[src/rtl/ics_pkg.sv]
package ics_pkg;

  localparam int NPH = 8;

  // encoding order is the phase order; the strobe bit index equals the code
  typedef enum logic [2:0] {
    PH_IF  = 3'd0,
    PH_ID  = 3'd1,
    PH_AC  = 3'd2,
    PH_IND = 3'd3,
    PH_OF  = 3'd4,
    PH_EX  = 3'd5,
    PH_WB  = 3'd6,
    PH_INT = 3'd7
  } phase_e;

  typedef enum logic [1:0] {
    CL_NOP     = 2'd0,
    CL_ALU_REG = 2'd1,
    CL_ALU_MEM = 2'd2,
    CL_STORE   = 2'd3
  } cls_e;

  typedef enum logic [1:0] {
    AM_REG = 2'd0,
    AM_DIR = 2'd1,
    AM_IDX = 2'd2,
    AM_IND = 2'd3
  } mode_e;

endpackage

[src/rtl/ics_route.sv]
module ics_route
  import ics_pkg::*;
(
  input  phase_e cur,
  input  cls_e   id_cls,
  input  mode_e  id_mode,
  input  cls_e   cls_q,
  input  mode_e  mode_q,
  input  logic   mem_rdy,
  input  logic   ind_flag,
  input  logic   depth_hit,
  input  logic   exe_done,
  input  logic   irq,
  output phase_e nxt,
  output logic   abort
);

  logic   fin;
  phase_e post_ea;

  // after the address is known a store needs no operand read
  assign post_ea = (cls_q == CL_STORE) ? PH_EX : PH_OF;

  always_comb begin
    fin   = 1'b0;
    abort = 1'b0;
    nxt   = cur;
    case (cur)
      PH_IF:  if (mem_rdy) nxt = PH_ID;
      PH_ID: begin
        case (id_cls)
          CL_NOP:     fin = 1'b1;
          CL_ALU_REG: nxt = PH_EX;
          CL_ALU_MEM: nxt = (id_mode == AM_REG) ? PH_EX : PH_AC;
          default:    nxt = PH_AC;
        endcase
      end
      PH_AC:  nxt = (mode_q == AM_IND) ? PH_IND : post_ea;
      PH_IND: begin
        if (mem_rdy) begin
          if (!ind_flag) begin
            nxt = post_ea;
          end else if (depth_hit) begin
            abort = 1'b1;
            fin   = 1'b1;
          end
        end
      end
      PH_OF:  if (mem_rdy) nxt = PH_EX;
      PH_EX:  if (exe_done) nxt = PH_WB;
      PH_WB:  if ((cls_q != CL_STORE) || mem_rdy) fin = 1'b1;
      PH_INT: nxt = PH_IF;
      default: nxt = PH_IF;
    endcase
    // checkpoint between instructions
    if (fin) nxt = irq ? PH_INT : PH_IF;
  end

endmodule

[src/rtl/ics_regs.sv]
module ics_regs
  import ics_pkg::*;
#(
  parameter int          AW   = 16,
  parameter int          DEPW = 3,
  parameter int unsigned VEC  = 32'h40
) (
  input  logic            clk,
  input  logic            rst_n,
  input  phase_e          cur,
  input  logic            mem_rdy,
  input  logic [AW:0]     mem_rdata,
  input  logic [1:0]      ir_cls,
  input  logic [1:0]      ir_mode,
  input  logic [AW-1:0]   ir_addr,
  input  logic [AW-1:0]   idx_base,
  input  logic [AW-1:0]   idx_val,
  input  logic [DEPW-1:0] max_depth,
  input  logic            abort,
  output logic [AW-1:0]   pc_q,
  output logic [AW-1:0]   epc_q,
  output logic [AW-1:0]   ea_q,
  output logic [AW:0]     opnd_q,
  output cls_e            cls_q,
  output mode_e           mode_q,
  output logic            ind_flag,
  output logic            depth_hit,
  output logic            err_q
);

  localparam int            DW    = AW + 1;
  localparam logic [AW-1:0] VEC_A = AW'(VEC);

  logic [AW-1:0]   addr_q;
  logic [DEPW-1:0] depth_q;

  logic            pc_en, epc_en, id_en, ea_en, dep_en, op_en;
  logic [AW-1:0]   pc_d, ea_d;
  logic [DEPW-1:0] dep_d;

  assign ind_flag  = mem_rdata[DW-1];
  assign depth_hit = ({1'b0, depth_q} + (DEPW+1)'(1)) >= {1'b0, max_depth};

  always_comb begin
    pc_en = 1'b0;
    pc_d  = pc_q;
    if ((cur == PH_IF) && mem_rdy) begin
      pc_en = 1'b1;
      pc_d  = pc_q + 1'b1;
    end else if (cur == PH_INT) begin
      pc_en = 1'b1;
      pc_d  = VEC_A;
    end
  end

  assign epc_en = (cur == PH_INT);
  assign id_en  = (cur == PH_ID);
  assign op_en  = (cur == PH_OF) && mem_rdy;

  always_comb begin
    ea_en  = 1'b0;
    ea_d   = ea_q;
    dep_en = 1'b0;
    dep_d  = depth_q;
    if (cur == PH_AC) begin
      ea_en  = 1'b1;
      ea_d   = (mode_q == AM_IDX) ? (idx_base + idx_val + addr_q) : addr_q;
      dep_en = 1'b1;
      dep_d  = '0;
    end else if ((cur == PH_IND) && mem_rdy) begin
      ea_en  = 1'b1;
      ea_d   = mem_rdata[AW-1:0];
      dep_en = 1'b1;
      dep_d  = depth_q + 1'b1;
    end
  end

  always_ff @(posedge clk or negedge rst_n) begin
    if (!rst_n) begin
      pc_q    <= '0;
      epc_q   <= '0;
      ea_q    <= '0;
      opnd_q  <= '0;
      addr_q  <= '0;
      depth_q <= '0;
      cls_q   <= CL_NOP;
      mode_q  <= AM_REG;
      err_q   <= 1'b0;
    end else begin
      if (pc_en)  pc_q    <= pc_d;
      if (epc_en) epc_q   <= pc_q;
      if (ea_en)  ea_q    <= ea_d;
      if (dep_en) depth_q <= dep_d;
      if (op_en)  opnd_q  <= mem_rdata;
      if (id_en) begin
        cls_q  <= cls_e'(ir_cls);
        mode_q <= mode_e'(ir_mode);
        addr_q <= ir_addr;
      end
      err_q <= abort;
    end
  end

endmodule

[src/rtl/instr_cycle_seq.sv]
module instr_cycle_seq
  import ics_pkg::*;
#(
  parameter int          AW   = 16,
  parameter int          DEPW = 3,
  parameter int unsigned VEC  = 32'h40
) (
  input  logic            clk,
  input  logic            rst_n,
  input  logic [1:0]      ir_cls,
  input  logic [1:0]      ir_mode,
  input  logic [AW-1:0]   ir_addr,
  input  logic [AW-1:0]   idx_base,
  input  logic [AW-1:0]   idx_val,
  input  logic [DEPW-1:0] max_depth,
  output logic            mem_req,
  output logic            mem_we,
  output logic [AW-1:0]   mem_addr,
  output logic [AW:0]     mem_wdata,
  input  logic [AW:0]     mem_rdata,
  input  logic            mem_rdy,
  input  logic [AW:0]     st_data,
  input  logic            exe_done,
  input  logic            irq,
  output logic [NPH-1:0]  phase_oh,
  output logic [AW-1:0]   pc,
  output logic [AW-1:0]   epc,
  output logic [AW:0]     opnd,
  output logic            err_depth
);

  logic [1:0] rst_pipe;
  logic       rst_sn;

  always_ff @(posedge clk or negedge rst_n) begin
    if (!rst_n) rst_pipe <= 2'b00;
    else        rst_pipe <= {rst_pipe[0], 1'b1};
  end
  assign rst_sn = rst_pipe[1];

  phase_e        phase_q, phase_d;
  cls_e          cls_q;
  mode_e         mode_q;
  logic          ind_flag, depth_hit, abort, wr_phase;
  logic [AW-1:0] ea_q;

  always_ff @(posedge clk or negedge rst_sn) begin
    if (!rst_sn) phase_q <= PH_IF;
    else         phase_q <= phase_d;
  end

  ics_route u_route (
    .cur       (phase_q),
    .id_cls    (cls_e'(ir_cls)),
    .id_mode   (mode_e'(ir_mode)),
    .cls_q     (cls_q),
    .mode_q    (mode_q),
    .mem_rdy   (mem_rdy),
    .ind_flag  (ind_flag),
    .depth_hit (depth_hit),
    .exe_done  (exe_done),
    .irq       (irq),
    .nxt       (phase_d),
    .abort     (abort)
  );

  ics_regs #(.AW(AW), .DEPW(DEPW), .VEC(VEC)) u_regs (
    .clk       (clk),
    .rst_n     (rst_sn),
    .cur       (phase_q),
    .mem_rdy   (mem_rdy),
    .mem_rdata (mem_rdata),
    .ir_cls    (ir_cls),
    .ir_mode   (ir_mode),
    .ir_addr   (ir_addr),
    .idx_base  (idx_base),
    .idx_val   (idx_val),
    .max_depth (max_depth),
    .abort     (abort),
    .pc_q      (pc),
    .epc_q     (epc),
    .ea_q      (ea_q),
    .opnd_q    (opnd),
    .cls_q     (cls_q),
    .mode_q    (mode_q),
    .ind_flag  (ind_flag),
    .depth_hit (depth_hit),
    .err_q     (err_depth)
  );

  for (genvar g = 0; g < NPH; g++) begin : g_strobe
    assign phase_oh[g] = (int'(phase_q) == g);
  end

  assign wr_phase  = (phase_q == PH_WB) && (cls_q == CL_STORE);
  assign mem_req   = (phase_q == PH_IF) || (phase_q == PH_IND) ||
                     (phase_q == PH_OF) || wr_phase;
  assign mem_we    = wr_phase;
  assign mem_addr  = (phase_q == PH_IF) ? pc : ea_q;
  assign mem_wdata = st_data;

endmodule

[config.mk]
export PLATFORM = sky130hd
export DESIGN_NAME = instr_cycle_seq
export DESIGN_NICKNAME = d
export VERILOG_FILES = /design/src/rtl/ics_pkg.sv /design/src/rtl/ics_route.sv /design/src/rtl/ics_regs.sv /design/src/rtl/instr_cycle_seq.sv
export SDC_FILE = /design/constraint.sdc
export NUM_CORES = 1
export LEC_CHECK = 0
export ABC_AREA = 1
export BUFFER_PORTS_ARGS = -buffer_cell sky130_fd_sc_hd__buf_2
export CAP_MARGIN = 20
export CORE_MARGIN = 3
export CORE_UTILIZATION = 47
export DETAILED_ROUTE_END_ITERATION = 7
export GPL_ROUTABILITY_DRIVEN = 0
export PLACE_DENSITY_LB_ADDON = 0.1
export SLEW_MARGIN = 20
export SYNTH_ARGS = -nofsm -noshare
export SYNTH_HDL_FRONTEND = slang
export SYNTH_HIERARCHICAL = 1
export SYNTH_SLANG_ARGS = --single-unit
export TNS_END_PERCENT = 1
[constraint.sdc]
create_clock -name clk -period 3 [get_ports clk]
set_clock_uncertainty 0.15 [all_clocks]
set_input_delay 0.6 -clock clk [delete_from_list [all_inputs] [get_ports clk]]
set_output_delay 0.6 -clock clk [all_outputs]
set_load 0.05 [all_outputs]
Yosys cells after proc, flatten, opt, wreduce, memory -nomap -nowiden
Index checks and enable logic that the tools add are counted.
- bits in registers: 94
- equality and inequality tests: 26
- add/subtract/negate cells: 5
- reductions and logical operators: 18
- magnitude comparators: 1
- mux-type cells: 31
- operators with widths (kind ; number):
    $mux W16 ; 6
    $mux W3 ; 11
    $add A16 B16 Y16 ; 2
    $eq A3 B3 Y1 const B ; 8
    $pmux W3 S7 ; 1
    $add A16 B1 Y16 const B ; 1
    $ne A3 B2 Y1 const B ; 5
    $eq A3 B2 Y1 const B ; 4
    $mux W1 ; 11
    $pmux W3 S3 ; 1
    $eq A2 B2 Y1 const B ; 4
    $reduce_bool A8 Y1 ; 1
    $reduce_and A7 Y1 ; 1
    $eq A3 B1 Y1 const B ; 2
    $logic_not A3 Y1 ; 2
    $add A3 B1 Y4 const B ; 1
    $ge A4 B3 Y1 ; 1
    $logic_and A1 B1 Y1 ; 4
    $logic_not A2 Y1 ; 2
    $logic_or A1 B1 Y1 ; 4
    $reduce_and A2 Y1 ; 2
    $reduce_bool A2 Y1 ; 2
    $add A3 B1 Y3 const B ; 1
    $ne A3 B3 Y1 const B ; 1
    other kinds (3) ; 3

Longest topological paths before layout
- depth after elaboration: 8
- mapped depth: 16
- depth with buffers taken out: 16

Cells and area by module
The synthesis kept the hierarchy.
- by module, submodules not included (module ; cells an instance ; instances ; area an instance (µm²)):
    ics_regs ; 615 ; 1 ; 5170.0
    instr_cycle_seq ; 98 ; 1 ; 608.1
    ics_route ; 66 ; 1 ; 312.8

Worst setup path before layout
Ideal clock, no wire load.
- path kind: register -> output
- start: register phase_q[2]
- end: output phase_oh[5]
- arrival: 2.042 ns
- cell stages (with the launch flop): 4
- path slack: 0.208 ns
- buffers on the path: 1
- data required time: 2.250 ns
- cell sequence: dfrtp_1 -> inv_1 -> buf_2 -> nor3_1
- cells in the longest elaborated chain, start to end: 1
- RTL lines (what ; line ; source):
    start, declared ; instr_cycle_seq.sv:41 ; phase_e phase_q, phase_d;
    start signal, assigned ; instr_cycle_seq.sv:49 ; else phase_q <= phase_d;
    $eq A3 B3 Y1 ; instr_cycle_seq.sv:92 ; assign phase_oh[g] = (int'(phase_q) == g);
    end, declared ; instr_cycle_seq.sv:25 ; output logic [NPH-1:0] phase_oh,
Every way passes these cells.

Worst setup path in the final report
- start: register phase_q[0]
- end: output mem_addr[15]
- cells in the longest elaborated chain, start to end: 2
- RTL lines (what ; line ; source):
    $logic_not A3 Y1 ; instr_cycle_seq.sv:99 ; assign mem_addr = (phase_q == PH_IF) ? pc : ea_q;
    $mux W16 ; instr_cycle_seq.sv:99 ;
    end, declared ; instr_cycle_seq.sv:18 ; output logic [AW-1:0] mem_addr,
Every way passes these cells.

==> impl_metrics.env <==
export IMPL_via_count=5549
export IMPL_syn_area_um2=6090
export IMPL_yosysSeqAreaShare_pct=38.6
export IMPL_comb_power_share_pct=61.6
export IMPL_vias_per_cell=5.12
export IMPL_cts_sinks=94
export IMPL_p_int_uw=4270
export IMPL_insertion_delay_ns=0.35
export IMPL_grt_pass1_wl_um=26700
export IMPL_drive_above_1_share_pct=25.5
export IMPL_antenna_left=0
export IMPL_path_cells="nor2_8, nand2_4, nand2_1, nand2_1, buf_2"
export IMPL_fin_nets=1039
export IMPL_cp_slowest_cell="dfrtp_1"
export IMPL_ir_drop_v=0.000629
export IMPL_met2WireLength_um=7290
export IMPL_core_area_um2=12400
export IMPL_wire_per_inst_um=15.0
export IMPL_status="complete, no violations"
export IMPL_regArea_um2=2360
export IMPL_cts_tree="yes"
export IMPL_seq_power_share_pct=24.6
export IMPL_finalPower_uw=9390
export IMPL_hpwl_um=12500
export IMPL_worstMarginPinSlew_ns=0.714
export IMPL_synth_seq_cells=94
export IMPL_drv_cap=0
export IMPL_slew_headroom_pct=52.3
export IMPL_cp_arrival_ns=1.97
export IMPL_worst_path_buf_inv=1
export IMPL_p_switching_uw=5120
export IMPL_grt_pass1_vias=5321
export IMPL_cpLargestDelayFamily="simple AND/OR/NAND/NOR gates"
export IMPL_top_layer="met4"
export IMPL_m1WireLength_um=7710
export IMPL_fmax_mhz=367
export IMPL_antenna_found_initial=0
export IMPL_cts_setup_buffers=0
export IMPL_die_w_um=120
export IMPL_root_buffer="clkbuf_16"
export IMPL_setup_tns_ns=0
export IMPL_synth_warnings=6
export IMPL_nFillCells=1195
export IMPL_ys_async_sr_fraction_pct=100
export IMPL_syn_instance_count=779
export IMPL_grt_max_degree=54
export IMPL_synthTopCellsByArea="dfrtp_1, nand2_1, inv_1, fa_1, mux2_2"
export IMPL_multi_input_area_um2=3080
export IMPL_hp_class="register to register"
export IMPL_slowest_delay_ns=0.62
export IMPL_numPortBuffers=152
export IMPL_final_min_clock_period_ns=2.72
export IMPL_synth_edf_count=0
export IMPL_startpoint_type="register"
export IMPL_grt_use_total_pct=23.0
export IMPL_synth_ff_type="dfrtp_1"
export IMPL_cts_resized=0
export IMPL_power_density_nw_per_um2=1300
export IMPL_yosysUniqueCellTypes=43
export IMPL_syn_num_nets=908
export IMPL_cp_max_fo=18
export IMPL_hold_viol_final=0
export IMPL_first_iter_violations=323
export IMPL_clockBufferDepth=2
export IMPL_finalMaxSlewViolations=0
export IMPL_cpMostUsedCell="nand2_1"
export IMPL_totalWireLength_um=16200
export IMPL_rsz0062_at_grt="no"
export IMPL_die_height_um=120
export IMPL_first_pass_iters=5
export IMPL_yosys_area_top_type="dfrtp_1"
export IMPL_drc=0
export IMPL_initial_core_util_pct=49.3
export IMPL_crit_required_ns=2.25
export IMPL_n_antenna_cell=0
export IMPL_rows=40
export IMPL_hold_buffers=1
export IMPL_leakage_uw=0.00392
export IMPL_clkPwrFrac_pct=13.8
export IMPL_p_sw_share_pct=54.6
export IMPL_ioPinCount=187
export IMPL_worstSetupPathDepth=5
export IMPL_yosys_area_top_type_share_pct=38.6
export IMPL_crit_type="register to output pin"
export IMPL_cts_max_level=3
export IMPL_grt_overflow=0
export IMPL_clk_pin_slew_ns=0.07
export IMPL_crit_path_end_kind="output pin"
export IMPL_hold_depth=0
export IMPL_reg2regPathDepth=14
export IMPL_setup_violations=0
export IMPL_fin_crit_sh_pct=90.8
export IMPL_met3_wirelength_um=913
export IMPL_synthToLayoutAreaGrowth_pct=18.3
export IMPL_syn_area_per_cell_um2=7.82
export IMPL_dieArea_um2=14400
export IMPL_numCtsBuffers=9
-- cells by family after synthesis --
kind of cell,count (synthesis),synth area share [%]
buf+inv,148,10.8
flops,94,38.6
xor+xnor,9,1.29
simple gates,357,26.0
other cells,1,0.0616
compound gates,111,9.68
mux,24,4.44
fa+ha+maj,35,9.16
-- metal layers --
| metal | track usage (%) | vias up |
|---|---|---|
| met1 | 32.7 | 2594 |
| met5 | 0 | - |
| met3 | 3.30 | 30 |
| met2 | 36.4 | 197 |
| li1 | - | 2728 |
| met4 | 7.87 | 0 |
-- registers in the layout (all words and copies together), names as in the netlist --
signal	flops
u_regs/pc_q	16
u_regs/depth_q	3
u_regs/opnd_q	17
rst_pipe	2
u_regs/mode_q	2
u_regs/cls_q	2
u_regs/ea_q	16
u_regs/addr_q	16
u_regs/epc_q	16
phase_q	3
u_regs/err_q	1
-- cells in the mapped netlist, types with 5 or more instances --
master,instances
nand2_1,210
inv_1,100
dfrtp_1,94
nor2_1,57
nand3_1,51
a21oi_1,50
o21ai_0,27
mux2_2,24
o21ai_1,21
buf_4,20
ha_1,19
fa_1,16
buf_2,9
inv_2,9
nor3_1,8
clkbuf_1,7
nor2_2,5
xnor2_1,5
-- power by group through the flow --
stage                     registers, µW  logic (µW)  clock network (µW)
final                              2310        5780                1300
after global routing               2400        6340                1380
after CTS                          2310        5780                1330
after detailed placement           2340        5760                   0
after global placement             2310        5640                   0
after floorplan                    3150        3640                   0
-- path summary, 6_finish.rpt --
kind	from	endpoint	slack [ns]
max	phase_q[0]	mem_addr[15]	0.28
min	rst_pipe[0]	rst_pipe[1]	0.22
max reg2reg	u_regs/addr_q[1]	u_regs/ea_q[9]	0.47
min reg2reg	rst_pipe[0]	rst_pipe[1]	0.22
max in group asynchronous	rst_pipe[1]	u_regs/opnd_q[2]	1.70
min in group asynchronous	rst_pipe[1]	u_regs/err_q	0.23
-- cell type report --
type / instances / area share (%)
multi-input cells: 537 / 42.8
flip-flops and latches: 94 / 32.7
repair buffers: 158 / 11.2
inverters: 110 / 5.73
clock buffers: 11 / 3.51
well taps: 168 / 2.92
clock inverters: 5 / 1.20
-- layout by cell type (no fill, tap or decap), drive strengths merged, types with 3 or more instances in the layout --
master | netlist | final
a31oi | 3 | 3
fa | 16 | 16
xor2 | 4 | 4
buf | 31 | 157
inv | 109 | 111
ha | 19 | 19
nand3 | 54 | 54
o21ai | 51 | 51
nand4 | 5 | 5
a21oi | 50 | 50
xnor2 | 5 | 5
mux2 | 24 | 24
nor2 | 67 | 67
dfrtp | 94 | 94
clkbuf | 7 | 11
nand2 | 214 | 214
nor3 | 11 | 11
-- worst reg2reg max path: cells and delay by family (launching register included) --
kind	cells	cell delay, ns
buffers and inverters	2	0.14
AND/OR/NAND/NOR	9	0.74
adder cells (fa/ha/maj)	3	1.05
flip-flops	1	0.40
-- through the flow --
stage / setup slack (ns) / hold WS (ns) / cell area (µm²) / utilization (%) / instances
final: 0.275 / 0.222 / 7210 / 58.3 / 1083
after global routing: 0.148 / 0.229 / 7210 / 58.3 / 1083
after CTS: 0.275 / 0.232 / 7210 / 58.3 / 1083
after detailed placement: 0.0789 / 0.216 / 6860 / 55.5 / 1066
after global placement: 0.133 / 0.187 / 6860 / 55.5 / 1066
after floorplan: 0.0378 / 0.154 / 6090 / - / 779
Power figures use the tool's default switching activity.
